**src/rtl/ucg_pkg.sv**
```systemverilog
// Shared constants of the UART configuration guard: register word
// indices, halt register bit positions and reset values.
package ucg_pkg;
    localparam int IDX_DIV_LO = 0;
    localparam int IDX_DIV_HI = 1;
    localparam int IDX_FIFO   = 2;   // read: interrupt id, write: FIFO control
    localparam int IDX_LINE   = 3;
    localparam int IDX_STATUS = 31;
    localparam int IDX_TXLVL  = 32;
    localparam int IDX_RXLVL  = 33;
    localparam int IDX_HALT   = 41;

    localparam int HALT_CHG_BIT    = 1;
    localparam int HALT_COMMIT_BIT = 2;

    localparam logic [3:0] ID_BUSY = 4'h7;
    localparam logic [3:0] ID_NONE = 4'h1;

    localparam logic [7:0]  LINE_RESET = 8'h03;
    localparam logic [15:0] DIV_RESET  = 16'h0001;
endpackage

```
**src/rtl/ucg_cfg_regs.sv**
```systemverilog
// Active and staged copies of the line-control byte and baud divisor,
// plus the halt register (change-enable and self-clearing commit).
// Assumes the caller has already qualified divisor writes with the
// latch-access bit. The active copy only ever changes on an edge where
// busy_i is low.
module ucg_cfg_regs (
    input  logic        clk,
    input  logic        rst_n,
    input  logic        busy_i,
    input  logic        wr_line_i,
    input  logic        wr_dlo_i,
    input  logic        wr_dhi_i,
    input  logic        wr_halt_i,
    input  logic [7:0]  wdata_i,
    input  logic        halt_chg_i,
    input  logic        halt_commit_i,
    output logic [7:0]  line_act_o,
    output logic [15:0] div_act_o,
    output logic [7:0]  line_stg_o,
    output logic [15:0] div_stg_o,
    output logic        chg_en_o,
    output logic        commit_pend_o,
    output logic        drop_o
);
    logic any_wr;
    logic accept;

    assign any_wr = wr_line_i | wr_dlo_i | wr_dhi_i;
    assign accept = !busy_i || chg_en_o;
    assign drop_o = any_wr && !accept;

    // Staged copy: follows every accepted write.
    always_ff @(posedge clk) begin
        if (!rst_n) begin
            line_stg_o <= ucg_pkg::LINE_RESET;
            div_stg_o  <= ucg_pkg::DIV_RESET;
        end else if (accept) begin
            if (wr_line_i) line_stg_o      <= wdata_i;
            if (wr_dlo_i)  div_stg_o[7:0]  <= wdata_i;
            if (wr_dhi_i)  div_stg_o[15:8] <= wdata_i;
        end
    end

    // Active copy: commit then direct writes, only while the engine is idle.
    always_ff @(posedge clk) begin
        if (!rst_n) begin
            line_act_o <= ucg_pkg::LINE_RESET;
            div_act_o  <= ucg_pkg::DIV_RESET;
        end else if (!busy_i) begin
            if (commit_pend_o) begin
                line_act_o <= line_stg_o;
                div_act_o  <= div_stg_o;
            end
            if (wr_line_i) line_act_o      <= wdata_i;
            if (wr_dlo_i)  div_act_o[7:0]  <= wdata_i;
            if (wr_dhi_i)  div_act_o[15:8] <= wdata_i;
        end
    end

    // Halt register: change-enable is plain storage, commit clears itself.
    always_ff @(posedge clk) begin
        if (!rst_n) begin
            chg_en_o      <= 1'b0;
            commit_pend_o <= 1'b0;
        end else begin
            if (wr_halt_i) chg_en_o <= halt_chg_i;
            commit_pend_o <= (commit_pend_o && busy_i) || (wr_halt_i && halt_commit_i);
        end
    end

    // nothing reaches the engine while it is busy.
    p_hold_while_busy_r2: assert property (@(posedge clk) disable iff (!rst_n)
        busy_i |=> ($stable(line_act_o) && $stable(div_act_o)));

    // an idle write to the line byte shows on the next cycle.
    p_idle_apply_r9: assert property (@(posedge clk) disable iff (!rst_n)
        (wr_line_i && !busy_i) |=> (line_act_o == $past(wdata_i)));

    // a pending commit is gone after the first idle edge.
    p_commit_clears_r5: assert property (@(posedge clk) disable iff (!rst_n)
        (commit_pend_o && !busy_i && !(wr_halt_i && halt_commit_i)) |=> !commit_pend_o);

    // a commit copies the staged line byte into the active one.
    p_commit_copies_r5: assert property (@(posedge clk) disable iff (!rst_n)
        (commit_pend_o && !busy_i && !any_wr) |=> (line_act_o == $past(line_stg_o)));
endmodule

```
**src/rtl/ucg_busy_irq.sv**
```systemverilog
// Busy-write interrupt source: latched on a discarded write, cleared by
// a status read, masked onto the request line by the enable input.
// A new discard in the same cycle as a clearing read wins.
module ucg_busy_irq (
    input  logic clk,
    input  logic rst_n,
    input  logic set_i,
    input  logic clr_i,
    input  logic en_i,
    output logic pend_o,
    output logic irq_o
);
    // Pending flag: set wins over clear.
    always_ff @(posedge clk) begin
        if (!rst_n) pend_o <= 1'b0;
        else        pend_o <= set_i || (pend_o && !clr_i);
    end

    assign irq_o = pend_o && en_i;

    // a discarded write always leaves the interrupt pending.
    p_drop_raises_r2: assert property (@(posedge clk) disable iff (!rst_n)
        set_i |=> pend_o);

    // a status read with no new discard clears it.
    p_status_clears_r3: assert property (@(posedge clk) disable iff (!rst_n)
        (clr_i && !set_i) |=> !pend_o);
endmodule

```
**src/rtl/ucg_fifo_ctl.sv**
```systemverilog
// FIFO control: holds enable and trigger select, and turns the reset bits
// of a write into one-cycle pulses that are never stored.
module ucg_fifo_ctl (
    input  logic       clk,
    input  logic       rst_n,
    input  logic       wr_i,
    input  logic       en_bit_i,
    input  logic       rx_rst_bit_i,
    input  logic       tx_rst_bit_i,
    input  logic [1:0] trig_i,
    output logic       fifo_en_o,
    output logic [1:0] rx_trig_o,
    output logic       rx_rst_o,
    output logic       tx_rst_o
);
    // Stored fields.
    always_ff @(posedge clk) begin
        if (!rst_n) begin
            fifo_en_o <= 1'b0;
            rx_trig_o <= 2'b00;
        end else if (wr_i) begin
            fifo_en_o <= en_bit_i;
            rx_trig_o <= trig_i;
        end
    end

    // Reset pulses: high only for the cycle after the write.
    always_ff @(posedge clk) begin
        if (!rst_n) begin
            rx_rst_o <= 1'b0;
            tx_rst_o <= 1'b0;
        end else begin
            rx_rst_o <= wr_i && rx_rst_bit_i;
            tx_rst_o <= wr_i && tx_rst_bit_i;
        end
    end

    // a reset pulse without a new request lasts one cycle.
    p_rst_pulse_r8: assert property (@(posedge clk) disable iff (!rst_n)
        (rx_rst_o && !wr_i) |=> !rx_rst_o);
endmodule

```
**src/rtl/uart_cfg_guard.sv**
```systemverilog
// Top of the UART configuration guard: decodes the byte register bus,
// gates divisor access with the latch-access bit of the staged line byte,
// and assembles read data. Read data is combinational on addr_i; side
// effects of reads take place on the edge where rd_en_i is high.
// Assumes LVL_W <= 8 and ADDR_W wide enough for index 41.
module uart_cfg_guard #(
    parameter int ADDR_W = 6,
    parameter int LVL_W  = 7
) (
    input  logic              clk,
    input  logic              rst_n,
    input  logic [ADDR_W-1:0] addr_i,
    input  logic [7:0]        wdata_i,
    input  logic              wr_en_i,
    input  logic              rd_en_i,
    output logic [7:0]        rdata_o,
    input  logic              busy_i,
    input  logic              irq_en_i,
    input  logic [LVL_W-1:0]  tx_level_i,
    input  logic [LVL_W-1:0]  rx_level_i,
    output logic [7:0]        lcr_o,
    output logic [15:0]       divisor_o,
    output logic              fifo_en_o,
    output logic [1:0]        rx_trig_o,
    output logic              rx_fifo_rst_o,
    output logic              tx_fifo_rst_o,
    output logic              irq_o
);
    import ucg_pkg::*;

    localparam logic [ADDR_W-1:0] A_DLO  = ADDR_W'(IDX_DIV_LO);
    localparam logic [ADDR_W-1:0] A_DHI  = ADDR_W'(IDX_DIV_HI);
    localparam logic [ADDR_W-1:0] A_FIFO = ADDR_W'(IDX_FIFO);
    localparam logic [ADDR_W-1:0] A_LINE = ADDR_W'(IDX_LINE);
    localparam logic [ADDR_W-1:0] A_STAT = ADDR_W'(IDX_STATUS);
    localparam logic [ADDR_W-1:0] A_TXL  = ADDR_W'(IDX_TXLVL);
    localparam logic [ADDR_W-1:0] A_RXL  = ADDR_W'(IDX_RXLVL);
    localparam logic [ADDR_W-1:0] A_HALT = ADDR_W'(IDX_HALT);

    logic [7:0]  line_stg;
    logic [15:0] div_stg;
    logic        chg_en, commit_pend, drop, pend;
    logic        dlab;
    logic        wr_line, wr_dlo, wr_dhi, wr_halt, wr_fifo, rd_status;

    assign dlab      = line_stg[7];
    assign wr_line   = wr_en_i && (addr_i == A_LINE);
    assign wr_dlo    = wr_en_i && dlab && (addr_i == A_DLO);
    assign wr_dhi    = wr_en_i && dlab && (addr_i == A_DHI);
    assign wr_halt   = wr_en_i && (addr_i == A_HALT);
    assign wr_fifo   = wr_en_i && (addr_i == A_FIFO);
    assign rd_status = rd_en_i && (addr_i == A_STAT);

    ucg_cfg_regs u_cfg (
        .clk          (clk),
        .rst_n        (rst_n),
        .busy_i       (busy_i),
        .wr_line_i    (wr_line),
        .wr_dlo_i     (wr_dlo),
        .wr_dhi_i     (wr_dhi),
        .wr_halt_i    (wr_halt),
        .wdata_i      (wdata_i),
        .halt_chg_i   (wdata_i[HALT_CHG_BIT]),
        .halt_commit_i(wdata_i[HALT_COMMIT_BIT]),
        .line_act_o   (lcr_o),
        .div_act_o    (divisor_o),
        .line_stg_o   (line_stg),
        .div_stg_o    (div_stg),
        .chg_en_o     (chg_en),
        .commit_pend_o(commit_pend),
        .drop_o       (drop)
    );

    ucg_busy_irq u_irq (
        .clk   (clk),
        .rst_n (rst_n),
        .set_i (drop),
        .clr_i (rd_status),
        .en_i  (irq_en_i),
        .pend_o(pend),
        .irq_o (irq_o)
    );

    ucg_fifo_ctl u_fifo (
        .clk         (clk),
        .rst_n       (rst_n),
        .wr_i        (wr_fifo),
        .en_bit_i    (wdata_i[0]),
        .rx_rst_bit_i(wdata_i[1]),
        .tx_rst_bit_i(wdata_i[2]),
        .trig_i      (wdata_i[7:6]),
        .fifo_en_o   (fifo_en_o),
        .rx_trig_o   (rx_trig_o),
        .rx_rst_o    (rx_fifo_rst_o),
        .tx_rst_o    (tx_fifo_rst_o)
    );

    // Read data multiplexer.
    always_comb begin
        rdata_o = 8'h00;
        case (addr_i)
            A_DLO:  rdata_o = dlab ? div_stg[7:0]  : 8'h00;
            A_DHI:  rdata_o = dlab ? div_stg[15:8] : 8'h00;
            A_FIFO: rdata_o = {fifo_en_o, fifo_en_o, 2'b00, (pend && irq_en_i) ? ID_BUSY : ID_NONE};
            A_LINE: rdata_o = line_stg;
            A_STAT: rdata_o = {7'b0, busy_i};
            A_TXL:  rdata_o = 8'(tx_level_i);
            A_RXL:  rdata_o = 8'(rx_level_i);
            A_HALT: rdata_o = {5'b0, commit_pend, chg_en, 1'b0};
            default: rdata_o = 8'h00;
        endcase
    end

    // a staged write while busy never raises the interrupt.
    p_staged_no_irq_r4: assert property (@(posedge clk) disable iff (!rst_n)
        (busy_i && chg_en && (wr_line || wr_dlo || wr_dhi) && !pend) |=> !pend);

    // the request line never shows a masked or absent interrupt.
    p_irq_masked_r10: assert property (@(posedge clk) disable iff (!rst_n)
        irq_o |-> (irq_en_i && (rdata_o[3:0] == ID_BUSY || addr_i != A_FIFO)));
endmodule

```
**config.mk**
```make
export PLATFORM = sky130hd
export DESIGN_NAME = uart_cfg_guard
export DESIGN_NICKNAME = d
export VERILOG_FILES = /design/src/rtl/ucg_pkg.sv /design/src/rtl/ucg_cfg_regs.sv /design/src/rtl/ucg_busy_irq.sv /design/src/rtl/ucg_fifo_ctl.sv /design/src/rtl/uart_cfg_guard.sv
export SDC_FILE = /design/constraint.sdc
export NUM_CORES = 1
export LEC_CHECK = 0
export ABC_AREA = 1
export BUFFER_PORTS_ARGS = -buffer_cell sky130_fd_sc_hd__clkbuf_2
export CAP_MARGIN = 10
export CORE_ASPECT_RATIO = 1.75
export CORE_MARGIN = 10
export CORE_UTILIZATION = 58
export CTS_CLUSTER_SIZE = 20
export DETAILED_ROUTE_END_ITERATION = 10
export PLACE_DENSITY = 0.92
export REMOVE_ABC_BUFFERS = 1
export SYNTH_ARGS = -nofsm -noshare
export SYNTH_HDL_FRONTEND = slang
export SYNTH_SLANG_ARGS = --single-unit
```
**constraint.sdc**
```tcl
create_clock -name clk -period 3.5 [get_ports clk]
set_clock_uncertainty 0.15 [all_clocks]
set_input_delay 1.05 -clock clk [delete_from_list [all_inputs] [get_ports clk]]
set_output_delay 1.05 -clock clk [all_outputs]
set_load 0.1 [all_outputs]
```
==> key figures, run 1 <==
Timing
  • Fin crit share: 98.8%
  • RSZ-0062 raised after global routing: no
  • Worst slew margin: 57.3%
  • Minimum clock period: 3.46 ns
  • Final setup TNS: 0 ns
  • Hold Fails Final Rpt: 0
  • Worst-Margin Slew: 0.640 ns
  • Final Slew Violations: 0
  • Fmax: 289 MHz
  • Setup Viol. Count Final: 0

Cells and area
  • Area growth syn-to-layout: 20.8%
  • Share of layout cells above drive strength 1: 20.8%
  • Fillers: 429
  • Number of diodes: 0
  • Fin util: 72.6%
  • Final instance area: 3640 um^2
  • FF/Latch Area: 1120 um^2
  • Fin nets: 577
  • Area of the multi-input gates: 1570 um^2

Critical path
  • Critical path arrival: 2.26 ns
  • Critical path cell sequence: clkbuf_2, nor2_4, nand2_4, nor2_2, nand3_1, nand4_1, buf_12
  • Crit-path slowest cell: nand4_1
  • Buffers and inverters on the worst path: 2
  • Slowest stage delay, CP: 0.23 ns
  • Req. time, crit path: 2.30 ns
  • Family with the most delay on the worst path: simple AND/OR/NAND/NOR gates
  • Setup CP Type: input pin to primary output
  • CP Capture Type: primary output
  • CP startpoint kind: input pin
  • Crit-path max FO: 5

Clock tree
  • Clock transition at path regs: 0.09 ns
  • CTS root buffer: clkbuf_8
  • Post-CTS setup repair buffer count: 0
  • CTS tree: done
  • CTS H-Tree Depth: 2
  • Num CTS Buffers: 5
  • Clock Latency Late Sink: 0.31 ns
  • Hold_buf cts: 0
  • Longest Clk Path Bufs: 2
  • Clock Sinks: 56

Synth
  • Yosys warnings: 0
  • Synth cell count leaders: nand2_1 (153), nor2_1 (75), inv_1 (57)
  • Seq/Total Area, Yosys: 37.2%
  • Number of synthesized register bits: 56
  • Netlist cell types: 23
  • Synth Flop Type: dfxtp_1
  • Post-Syn Area: 3020 um^2
  • Post-synth EDFFs: 0
  • Async S/R FF share, synth: 0%
  • Syn_area_per_cell: 6.36 um^2
  • Top cells by area, synth: dfxtp_1 (37%), nand2_1 (19%), nor2_1 (9.3%)
  • Cell count after synthesis: 474
  • Post-synth top area cell: dfxtp_1
  • Post-synth top area share: 37.2%
  • Most numerous cell in the Yosys netlist: nand2_1

Die
  • DIE HEIGHT: 115 um
  • Die Wd: 74.5 um
  • Core area: 5020 um^2
  • Row Count: 34
  • # IOs: 72
  • Starting Density: 60.1%
  • Die Area: 8600 um^2

Routing
  • Routed len/inst: 14.9 um
  • Drt total wl: 8870 um
  • Detailed Route Iter0 Violations: 313
  • Routed Antenna Nets: 0
  • Total number of vias: 3,282
  • First drt pass iteration count: 5
  • Remaining DRCs: 0
  • Via-to-Cell Ratio: 5.50

Global route
  • All-Layer GR Usage: 20.8%
  • First-pass GRT wire length: 14,400 um
  • Largest net degree at the start of global routing: 31
  • Remaining global-route overflow: 0
  • Initial antenna violation count: 0
  • Vias in the first global route: 3,099

Run status
  • Status: finished clean

Run
  • Max-cap violations: 0

Placed design
  • Placed inst area: 3490 um^2
  • IO Port Bufs: 71
  • Routability cong.: 1.03
  • DP HPWL: 6710 um

Power
  • Worst vdd ir: 0.000181 V
  • Static leakage: 1.95 nW
  • PD cells: 342 nW/um^2

Worst hold path
  • Hold crit path type: register to register
## logic make-up (layout without fill, tap and decap cells)
group | Yosys count | in the layout | synth area share (%)
and+or+nand+nor | 287 | 289 | 42.2
buffers and inverters | 79 | 146 | 11.5
DFF | 56 | 56 | 37.2
AOI/OAI and AO/OA | 52 | 52 | 9.05
## metal layers
metal	global-route usage [%]	routed length, um
met5	0	0
met4	11.3	402
met3	3.80	795
met2	36.1	4330
met1	22.8	3340
## per-stage QoR
| step | cells | hold slack [ns] | setup WS [ns] | power, mW |
|---|---|---|---|---|
| 2_1_floorplan | 456 | 0.299 | -0.346 | 0.704 |
| 3_3_place_gp | 588 | 0.303 | 0.104 | 0.761 |
| 3_5_place_dp | 588 | 0.310 | 0.0314 | 0.763 |
| 4_1_cts | 595 | 0.334 | 0.0303 | 1.24 |
| 5_1_grt | 597 | 0.366 | 0.00183 | 1.28 |
| 6_report | 597 | 0.328 | 0.0427 | 1.25 |
## layout make-up
| type | count | area share (%) |
|---|---|---|
| clock buffers | 5 | 1.89 |
| inverters | 61 | 6.28 |
| well taps | 54 | 1.85 |
| multi-input cells | 341 | 43.1 |
| flip-flops and latches | 56 | 30.8 |
| clock inverters | 2 | 1.65 |
| repair buffers | 78 | 14.5 |
## repair_timing
item / in CTS / in global routing
hold endpoints to repair: 0 / 0
endpoints found under the setup margin: 0 / 7
resized for setup: 0 / 5
## worst min-delay path: stages (launching register included)
cell and delay [ns]:
dfxtp_1 0.33, nand2_1 0.05, nand3_1 0.07
## sequential cells by signal (all words and copies together) (netlist names)
signal	flops
u_fifo.rx_trig_o	2
u_irq.pend_o	1
u_cfg.chg_en_o	1
u_cfg.line_stg_o	8
u_fifo.fifo_en_o	1
u_cfg.div_stg_o	16
u_cfg.div_act_o	16
u_cfg.line_act_o	8
u_fifo.tx_rst_o	1
u_fifo.rx_rst_o	1
u_cfg.commit_pend_o	1
## where the power goes
| part | switching, mW | total, mW | internal [mW] |
|---|---|---|---|
| Combinational | 0.0809 | 0.114 | 0.0329 |
| Sequential | 0.00108 | 0.639 | 0.638 |
| Clock | 0.213 | 0.495 | 0.282 |
## final timing paths
kind                                          start                   to  cells after the start  slack, ns
worst max-delay path                      addr_i[2]           rdata_o[4]                      7       0.04
worst min-delay path            u_cfg.line_act_o[0]  u_cfg.line_act_o[0]                      2       0.33
worst max register to register  u_cfg.line_stg_o[7]   u_cfg.div_act_o[1]                      7       1.12
worst min register to register  u_cfg.line_act_o[0]  u_cfg.line_act_o[0]                      2       0.33
## cells in the final DEF (no fill, tap or decap)
master       n
a21oi_1     18
buf_12       8
buf_4        7
bufinv_16    2
clkbuf_2    63
clkbuf_8     5
dfxtp_1     56
inv_1       55
inv_2        6
nand2_1    152
nand2_2      4
nand2_4      2
nand3_1     36
nand3_2      4
nand4_1      5
nand4_4      3
nor2_1      74
nor2_2       3
nor2_4       4
nor3_1       1
nor3_4       1
o211ai_1     3
o21ai_0     24
o21ai_1      5
o21ai_2      1
o22ai_1      1
(Power assumes the default switching activity.)
==> run 2, diff against run 1 <==
--- a/config.mk
+++ b/config.mk
@@ -9,7 +9,7 @@
 export BUFFER_PORTS_ARGS = -buffer_cell sky130_fd_sc_hd__clkbuf_2
 export CAP_MARGIN = 10
 export CORE_ASPECT_RATIO = 1.75
-export CORE_MARGIN = 10
+export CORE_MARGIN = 5
 export CORE_UTILIZATION = 58
 export CTS_CLUSTER_SIZE = 20
 export DETAILED_ROUTE_END_ITERATION = 10
==> run 2 against run 1 <==
Effect of this change:
- setup slack better by 0.028 ns
- flip-flop and latch count unchanged
- power shrank 11%
- die area down 21%
- global-route usage grew 4.0 points
- sequential share of layout area rose by 0.35 points
- first-iteration DRC count down 21%
- clock-buffer cell count increased by 1
- critical path type unchanged
- critical endpoint is now rdata_o[0]
- largest power group unchanged
==> key figures, run 2 (synthesis results as in run 1) <==
Critical path
  • Worst Reg-to-Reg Cells: 8 (was 7)
  • Critical path cell sequence: clkbuf_2, nor2_4, nand2_4, nor2_4, nand2_1, nand2_1, a21oi_1, nand2_1, buf_12 (was clkbuf_2, nor2_4, nand2_4, nor2_2, nand3_1, nand4_1, buf_12)
  • Req. time, crit path: 2.30 ns (about the same)
  • R2r startpoint: u_cfg.line_stg_o[7] (unchanged)
  • Crit-path max FO: 9 (was 5)
  • R2r setup slk: 1.17 ns (was 1.12 ns)
  • Critical path arrival: 2.23 ns (was 2.26 ns)
  • Critical path origin: addr_i[2] (unchanged)
  • CP Capture Type: primary output (unchanged)
  • Crit-path slowest cell: nor2_4 (was nand4_1)
  • Slowest stage delay, CP: 0.20 ns (was 0.23 ns)
  • CP startpoint kind: input pin (unchanged)
  • End of the worst register-to-register path: u_cfg.div_act_o[4] (was u_cfg.div_act_o[1])
  • Cell mode on critical path: nand2_1
  • Setup CP Type: input pin to primary output (unchanged)

Timing
  • Hold Fails Final Rpt: 0 (unchanged)
  • Final setup TNS: 0 ns (unchanged)
  • Setup Viol. Count Final: 0 (unchanged)
  • Worst-Margin Slew: 0.667 ns (was 0.640 ns)
  • Fin crit share: 98.0% (was 98.8%)
  • Worst slew margin: 55.5% (was 57.3%)
  • Fmax: 292 MHz (was 289 MHz)
  • Post-route setup slack: 0.0705 ns (was 0.0427 ns)
  • Minimum clock period: 3.43 ns (was 3.46 ns)
  • RSZ-0062 raised after global routing: yes (was no)
  • Final Slew Violations: 0 (unchanged)

Worst hold path
  • Hold Path Depth: 2 (unchanged)
  • Hold Path Origin: u_cfg.line_act_o[0] (unchanged)
  • Hold crit path type: register to register (unchanged)
  • Hold worst-path end: u_cfg.line_act_o[0] (unchanged)

Cells and area
  • FF/Latch Area: 1120 um^2 (unchanged)
  • Area growth syn-to-layout: 19.5% (was 20.8%)
  • Final Instance Count excl. Fillers: 597 (unchanged)
  • Commonest cells after routing, fill and taps aside: nand2_1 (152), nor2_1 (74), clkbuf_2 (63), inv_1 (56), dfxtp_1 (56) (was nand2_1 (152), nor2_1 (74), clkbuf_2 (63), dfxtp_1 (56), inv_1 (55))
  • Largest regs: u_cfg.div_act_o x16, u_cfg.div_stg_o x16 (unchanged)
  • Final instance area: 3600 um^2 (was 3640 um^2)
  • Fillers: 427 (was 429)
  • Area of the multi-input gates: 1560 um^2 (was 1570 um^2)
  • Number of diodes: 0 (unchanged)
  • Commonest non-fill, non-tap cell in the layout: nand2_1 (unchanged)
  • Fin nets: 576 (was 577)
  • Share of layout cells above drive strength 1: 20.6% (was 20.8%)

Die
  • # IOs: 72 (unchanged)
  • Core area: 5020 um^2 (unchanged)
  • Row Count: 34 (unchanged)
  • Die Wd: 64.5 um (was 74.5 um)
  • Starting Density: 60.1% (unchanged)
  • Die Area: 6800 um^2 (was 8600 um^2)
  • DIE HEIGHT: 105 um (was 115 um)

Clock tree
  • Clock Latency Late Sink: 0.31 ns (about the same)
  • CTS tree: done (unchanged)
  • CTS H-Tree Depth: 2 (unchanged)
  • Num CTS Buffers: 5 (unchanged)
  • Clock transition at path regs: 0.09 ns (about the same)
  • Longest Clk Path Bufs: 2 (unchanged)
  • Clock Sinks: 56 (unchanged)
  • CTS root buffer: clkbuf_8 (unchanged)

Global route
  • First-pass GRT wire length: 13,400 um (was 14,400 um)
  • All-Layer GR Usage: 24.7% (was 20.8%)
  • Remaining global-route overflow: 0 (unchanged)
  • Initial antenna violation count: 0 (unchanged)
  • Vias in the first global route: 3,041 (was 3,099)
  • Largest net degree at the start of global routing: 24 (was 31)

Routing
  • Via-to-Cell Ratio: 5.38 (was 5.50)
  • Routed Antenna Nets: 0 (unchanged)
  • Detailed Route Iter0 Violations: 248 (was 313)
  • Remaining DRCs: 0 (unchanged)
  • First drt pass iteration count: 5 (unchanged)
  • Routed len/inst: 13.7 um (was 14.9 um)
  • Drt total wl: 8190 um (was 8870 um)
  • Total number of vias: 3,209 (was 3,282)

Power
  • Worst vdd ir: 0.000236 V (was 0.000181 V)
  • Total power: 1.11 mW (was 1.25 mW)
  • PD cells: 309 nW/um^2 (was 342 nW/um^2)
  • Static leakage: 1.95 nW (about the same)

Placed design
  • Routability cong.: 0.963 (was 1.03)
  • Placed inst area: 3490 um^2 (unchanged)
  • Post-Place Setup Slack: 0.0541 ns (was 0.0314 ns)
  • # placed instances: 588 (unchanged)
  • DP HPWL: 6300 um (was 6710 um)
  • IO Port Bufs: 71 (unchanged)

Run status
  • Status: finished clean (unchanged)

Run
  • Max-cap violations: 0 (unchanged)
## run 2: cell types whose count changed in the layout (fill, tap and decap cells not counted), sizes merged
cell,previous run,this run
bufinv,2,0
clkinv,0,2
nor2,81,79
buf,15,16
clkbuf,68,69
## run 2: timing repair
action	in CTS	in global routing
gates resized for setup	0	4
setup endpoints to repair	0	7
hold buffers	0	0
setup buffers	0	1
## run 2: how the worst max path moves through the flow
stage,endpoint,slack (ns),cells past startpoint
after detailed placement,rdata_o[2],0.05,11
after global placement,rdata_o[0],0.10,9
after CTS,rdata_o[1],0.05,11
after global routing,rdata_o[0],-0.01,9
after floorplan,rdata_o[1],-0.35,6
final,rdata_o[0],0.07,9
## run 2: per-layer routing
metal | track usage (%) | wire length, um
met2 | 41.4 | 4020
met5 | 0 | 0
met4 | 18.0 | 471
met1 | 27.8 | 3080
met3 | 3.94 | 621
## run 2: layout make-up
type / instances / area share [%]
Clock buffer: 6 / 2.29
Clock inverter: 2 / 0.278
Sequential cell: 56 / 31.1
Multi-Input combinational cell: 339 / 43.2
Timing Repair Buffer: 79 / 14.9
Inverter: 61 / 6.36
Tap cell: 54 / 1.88
## run 2: power breakdown
part	switching (mW)	internal, mW
sequential	0.00105	0.638
clock	0.204	0.158
combinational	0.0782	0.0328
## run 2: worst max-delay path: cells and delay by family
kind	cells	cell delay, ns
simple gates	6	0.81
buf+inv	2	0.29
compound gates	1	0.07
## run 2: through the flow
step,hold slack [ns],util [%]
after floorplan,0.299,-
after global placement,0.303,69.6
after detailed placement,0.306,69.6
after CTS,0.332,71.4
after global routing,0.362,71.8
final,0.327,71.8
